==> config.mk <==
export PLATFORM = sky130hd
export DESIGN_NAME = fpx_trap_ctl
export DESIGN_NICKNAME = d
export VERILOG_FILES = /design/src/rtl/fpx_pkg.sv /design/src/rtl/fpx_csr.sv /design/src/rtl/fpx_decide.sv /design/src/rtl/fpx_outreg.sv /design/src/rtl/fpx_trap_ctl.sv
export SDC_FILE = /design/constraint.sdc
export NUM_CORES = 1
export LEC_CHECK = 0
export CAP_MARGIN = 20
export CORE_ASPECT_RATIO = 0.9
export CORE_MARGIN = 1.5
export CORE_UTILIZATION = 25
export CTS_BUF_LIST = sky130_fd_sc_hd__clkbuf_8 sky130_fd_sc_hd__clkbuf_16
export CTS_CLUSTER_DIAMETER = 40
export DETAILED_ROUTE_END_ITERATION = 16
export PLACE_DENSITY = 0.8
export RECOVER_POWER = 50
export SETUP_SLACK_MARGIN = 0.5
export SKIP_CTS_REPAIR_TIMING = 1
export SLEW_MARGIN = 0
export SYNTH_ARGS = -nofsm -noshare
export SYNTH_HDL_FRONTEND = slang
export SYNTH_SLANG_ARGS = --single-unit
export TNS_END_PERCENT = 1
==> constraint.sdc <==
create_clock -name clk -period 2.2 [get_ports clk]
set_input_delay 0.44 -clock clk [delete_from_list [all_inputs] [get_ports clk]]
set_output_delay 0.44 -clock clk [all_outputs]
set_load 0.02 [all_outputs]
==> src/rtl/fpx_pkg.sv <==
package fpx_pkg;
  localparam int unsigned WORD_W  = 64;
  localparam int unsigned NFLAG   = 6;
  localparam int unsigned FLAG_LO = 52;
  localparam int unsigned B_UNFD  = 61;
  localparam int unsigned B_UNDZ  = 60;
  localparam int unsigned B_RND   = 58;
  localparam int unsigned B_OVFD  = 51;
  localparam int unsigned B_DZED  = 50;
  localparam int unsigned B_INVD  = 49;
  localparam int unsigned LIVE_LO = 49;
  localparam int unsigned LIVE_HI = 61;

  localparam int unsigned F_INV = 0;
  localparam int unsigned F_DZE = 1;
  localparam int unsigned F_OVF = 2;
  localparam int unsigned F_UNF = 3;
  localparam int unsigned F_INE = 4;
  localparam int unsigned F_IOV = 5;

  typedef enum logic [1:0] {
    SUB_NONE = 2'd0,
    SUB_IEEE = 2'd1,
    SUB_ZERO = 2'd2
  } subst_t;

  typedef struct packed {
    logic unf_off;
    logic flush0;
    logic ovf_off;
    logic dz_off;
    logic inv_off;
  } dis_t;

  function automatic logic [WORD_W-1:0] live_mask();
    logic [WORD_W-1:0] m;
    m = '0;
    for (int i = LIVE_LO; i <= LIVE_HI; i++) m[i] = 1'b1;
    return m;
  endfunction
endpackage

==> src/rtl/fpx_csr.sv <==
module fpx_csr
  import fpx_pkg::*;
#(
  parameter int unsigned W  = WORD_W,
  parameter int unsigned NF = NFLAG
) (
  input  logic          clk,
  input  logic          rst_n,
  input  logic          wr_en,
  input  logic [W-1:0]  wr_val,
  input  logic          set_en,
  input  logic [NF-1:0] set_flags,
  output logic [W-1:0]  word_q
);
  localparam logic [W-1:0] MASK = W'(live_mask());

  logic [W-1:0] base;
  logic [W-1:0] setv;

  always_comb begin
    base = wr_en ? (wr_val & MASK) : word_q;
  end

  genvar g;
  generate
    for (g = 0; g < W; g++) begin : g_set
      if (g >= FLAG_LO && g < FLAG_LO + NF) begin : g_flag
        assign setv[g] = set_en & set_flags[g-FLAG_LO];
      end else begin : g_none
        assign setv[g] = 1'b0;
      end
    end
  endgenerate

  always_ff @(posedge clk) begin
    if (!rst_n) word_q <= '0;
    else        word_q <= base | setv;
  end
endmodule

==> src/rtl/fpx_decide.sv <==
module fpx_decide
  import fpx_pkg::*;
(
  input  dis_t             dis,
  input  logic [NFLAG-1:0] flags,
  input  logic             dflt_ok,
  output logic             trap,
  output subst_t           subst
);
  logic t_inv, t_dze, t_ovf, t_unf;
  logic any_dflt;

  always_comb begin
    t_unf = flags[F_UNF] & ~(dis.unf_off & dis.flush0);
    t_ovf = flags[F_OVF] & ~dis.ovf_off;
    t_dze = flags[F_DZE] & ~dis.dz_off;
    t_inv = flags[F_INV] & ~(dis.inv_off & dflt_ok);
    trap  = t_unf | t_ovf | t_dze | t_inv;
    any_dflt = flags[F_INV] | flags[F_DZE] | flags[F_OVF];
    if (trap)                subst = SUB_NONE;
    else if (flags[F_UNF])   subst = SUB_ZERO;
    else if (any_dflt)       subst = SUB_IEEE;
    else                     subst = SUB_NONE;
  end
endmodule

==> src/rtl/fpx_outreg.sv <==
module fpx_outreg #(
  parameter int unsigned DW = 3
) (
  input  logic          clk,
  input  logic          rst_n,
  input  logic          in_valid,
  output logic          in_ready,
  input  logic [DW-1:0] in_data,
  output logic          out_valid,
  input  logic          out_ready,
  output logic [DW-1:0] out_data
);
  assign in_ready = ~out_valid | out_ready;

  always_ff @(posedge clk) begin
    if (!rst_n) begin
      out_valid <= 1'b0;
      out_data  <= '0;
    end else if (in_valid && in_ready) begin
      out_valid <= 1'b1;
      out_data  <= in_data;
    end else if (out_ready) begin
      out_valid <= 1'b0;
    end
  end
endmodule

==> src/rtl/fpx_trap_ctl.sv <==
module fpx_trap_ctl
  import fpx_pkg::*;
(
  input  logic              clk,
  input  logic              rst_n,
  input  logic              sw_we,
  input  logic [WORD_W-1:0] sw_wdata,
  output logic [WORD_W-1:0] sw_rdata,
  input  logic              evt_valid,
  output logic              evt_ready,
  input  logic [NFLAG-1:0]  evt_flags,
  input  logic              evt_dflt_ok,
  output logic              res_valid,
  input  logic              res_ready,
  output logic              res_trap,
  output logic [1:0]        res_subst,
  output logic [1:0]        rnd_mode
);
  logic [WORD_W-1:0] word;
  logic              accept;
  dis_t              dis;
  logic              d_trap;
  subst_t            d_subst;
  logic [2:0]        held;

  assign accept = evt_valid & evt_ready;

  fpx_csr #(.W(WORD_W), .NF(NFLAG)) u_csr (
    .clk(clk), .rst_n(rst_n),
    .wr_en(sw_we), .wr_val(sw_wdata),
    .set_en(accept), .set_flags(evt_flags),
    .word_q(word)
  );

  assign dis.unf_off = word[B_UNFD];
  assign dis.flush0  = word[B_UNDZ];
  assign dis.ovf_off = word[B_OVFD];
  assign dis.dz_off  = word[B_DZED];
  assign dis.inv_off = word[B_INVD];

  fpx_decide u_dec (
    .dis(dis), .flags(evt_flags), .dflt_ok(evt_dflt_ok),
    .trap(d_trap), .subst(d_subst)
  );

  fpx_outreg #(.DW(3)) u_out (
    .clk(clk), .rst_n(rst_n),
    .in_valid(evt_valid), .in_ready(evt_ready),
    .in_data({d_trap, d_subst}),
    .out_valid(res_valid), .out_ready(res_ready),
    .out_data(held)
  );

  assign res_trap  = held[2];
  assign res_subst = held[1:0];
  assign sw_rdata  = word;
  assign rnd_mode  = word[B_RND +: 2];
endmodule

==> flow_summary.toml <==
[floorplanning]
rows = 22
die_area_sq_um = 4900
pin_count = 147
die_w_um = 73.6
die_h_um = 66.6
core-area_sq_um = 4180
start_util_pct = 26.8

[detailed_routing]
drc = 0
firstDrtPassIters = 3
routedWlPerCell_um = 9.79
wirelength_um = 2230
drt-vias-per-instance = 3.45
ant_nets = 0
via_count = 787
dr.first_iter.drc_count = 15

[global_routing]
track_usage_pct = 8.86
grt_pass1_wl_um = 3190
antenna_found_initial = 0
overflow = 0
grt_max_degree = 14
grt_pass1_vias = 666

[placement]
gp_congestion = 0.703
dp_hpwl_um = 1850
portBuffers = 44
place_ws_ns = 0.141

[cells_and_area]
insertedDiodeCount = 0
syn2layout_area_growth_pct = 29.2
drive_gt1_share_pct = 5.95
fin_nets = 245
final.fill_count = 469

[synthesis]
yosysSeqAreaShare_pct = 30.3
ys.flop_type = "dfxtp_1"
syn_inst = 125
synth_area_leaders = "buf_4, dfxtp_1, mux2i_1"
synth_top_cell_by_area = "buf_4"
avgSynthCellArea_sq_um = 8.98
yosysWarnings = 0
ys_ff_latch = 17
synth.distinct_cells = 20
synth_top_area_share_pct = 36.1
yosysMostFrequentCell = "buf_4"
synth_common_cells = "buf_4, dfxtp_1, mux2i_1, a21oi_1, nor2_1"
syn-cell-area_sq_um = 1120
synth_edf_count = 0
async_flop_share_pct = 0

[clock_network]
clock_sinks = 17
cts_tree = "done"
htree_levels = 1
clkTransAtPathRegs_ns = 0.06
clockBufferDepth = 2
cts_buffers = 3
root_buffer = "clkbuf_8"
clk_latency_ns = 0.25

[setup_path]
critPathRequiredTime_ns = 2.39
crit_start = "evt_flags[3]"
worstReg2RegStart = "u_csr.word_q[50]$_SDFFE_PN0P_"
critPathKind = "in -> reg"
crit_path_start_kind = "input port"
worstPathArrival_ns = 2.06
worstPathMaxFanout = 4
cp-end-kind = "register"

[sta]
finClkSkew_ns = 0.00876
rsz0062_at_grt = "yes"
timing.final.ws_setup_ns = 0.333
slew_headroom_pct = 60.2
maxSlewViolCount = 0
hold_slack_ns = 0.467
worst_pin_slew_ns = 0.596
fmax_ghz = 0.536
hold_viol = 0
min_period_ns = 1.87
fin_crit_sh_pct = 84.9
setup_viol = 0
final.setup.tns_ns = 0

[status]
status = "complete, no violations"

[power_and_ir_drop]
sw_frac_of_total_pct = 33.4
intPower_mw = 0.552
power.density_nw_per_um2 = 572
peakVddDrop_mv = 0.358
pwr-share-clk_pct = 28.6
p_sw_mw = 0.278
combPwrFrac_pct = 30.4
leakagePower_nw = 0.680
p_seq_share_pct = 41.0

[flow_run]
drv.max_cap_violation_count = 0

[min_path]
hp-class = "reg -> reg"
hold_start = "u_out.out_data[1]$_SDFFE_PN0P_"
-- final cells by class --
cell class	instances	area, sq um	share of cell area, %
multi-input combinational	98	522	36.0
timing repair buffer	47	459	31.7
sequential	17	340	23.5
tap	60	75.1	5.18
clock buffer	3	41.3	2.85
inverter	2	7.51	0.518
clock inverter	1	5.00	0.345
-- metal layers --
| metal | part of all wire, % | track usage (%) | vias to the layer above |
|---|---|---|---|
| li1 | - | - | 394 |
| met5 | 0 | 0 | - |
| met1 | 41 | 10.8 | 346 |
| met4 | 0 | 1.39 | 0 |
| met2 | 49 | 14.0 | 47 |
| met3 | 9.8 | 4.69 | 0 |
-- sequential cells by signal (all words and copies together) (netlist names) --
| signal | cells |
|---|---|
| u_csr.word_q | 13 |
| u_out.out_data | 3 |
| u_out.out_valid | 1 |
-- critical path: stages --
cell and delay, ns:
dlygate4sd3_1 0.62, a21boi_4 0.16, a2111oi_1 0.58, a32o_2 0.26
-- cell families (layout without fill, tap and decap cells) --
group | after synthesis | count (layout) | synth area share, %
AO/OA/AOI/OAI | 14 | 14 | 10.9
other | 1 | 51 | 0.334
multiplexers | 13 | 13 | 11.6
AND/OR/NAND/NOR | 20 | 20 | 8.47
buffers and inverters | 60 | 53 | 38.4
flip-flops | 17 | 17 | 30.3
-- power by group through the flow --
stage	Combinational [mW]	Clock (mW)	Sequential, mW
CTS	0.260	0.244	0.340
detailed placement	0.259	0	0.347
global route	0.273	0.268	0.343
floorplan	0.206	0	0.371
finish	0.253	0.237	0.340
global placement	0.257	0	0.347
-- through the flow --
| stage | instance area (sq um) | util (%) | total power, mW | instances |
|---|---|---|---|---|
| floorplan | 1310 | - | 0.577 | 175 |
| global placement | 1430 | 34.1 | 0.604 | 224 |
| detailed placement | 1430 | 34.1 | 0.606 | 224 |
| CTS | 1470 | 35.2 | 0.844 | 228 |
| global route | 1450 | 34.7 | 0.884 | 228 |
| finish | 1450 | 34.7 | 0.830 | 228 |
-- layout by cell type (no fill, tap or decap), drive strengths merged --
cell type      synthesis  layout
dlymetal6s2s           0       1
a21oi                  9       9
dlygate4sd3            0       3
and2b                  1       1
a21boi                 1       1
buf                   56       3
clkdlybuf4s50          0      39
nor3                   1       1
inv                    2       2
nand2b                 1       1
and3                   1       1
mux2i                 13      13
a32o                   2       2
conb                   1      51
nand2                  1       1
nor2b                  1       1
dfxtp                 17      17
clkinv                 0       1
clkbuf                 2       4
nand3                  6       6
a311oi                 1       1
a2111oi                1       1
nor2                   8       8
-- final timing paths --
check | end | slack, ns | depth (start not counted)
min | u_out.out_data[1]$_SDFFE_PN0P_ | 0.47 | 1
max reg2reg | u_out.out_data[0]$_SDFFE_PN0P_ | 0.80 | 3
max | u_out.out_data[0]$_SDFFE_PN0P_ | 0.33 | 4
min reg2reg | u_out.out_data[1]$_SDFFE_PN0P_ | 0.47 | 1
Note: power is estimated with default switching activity, not from simulation.
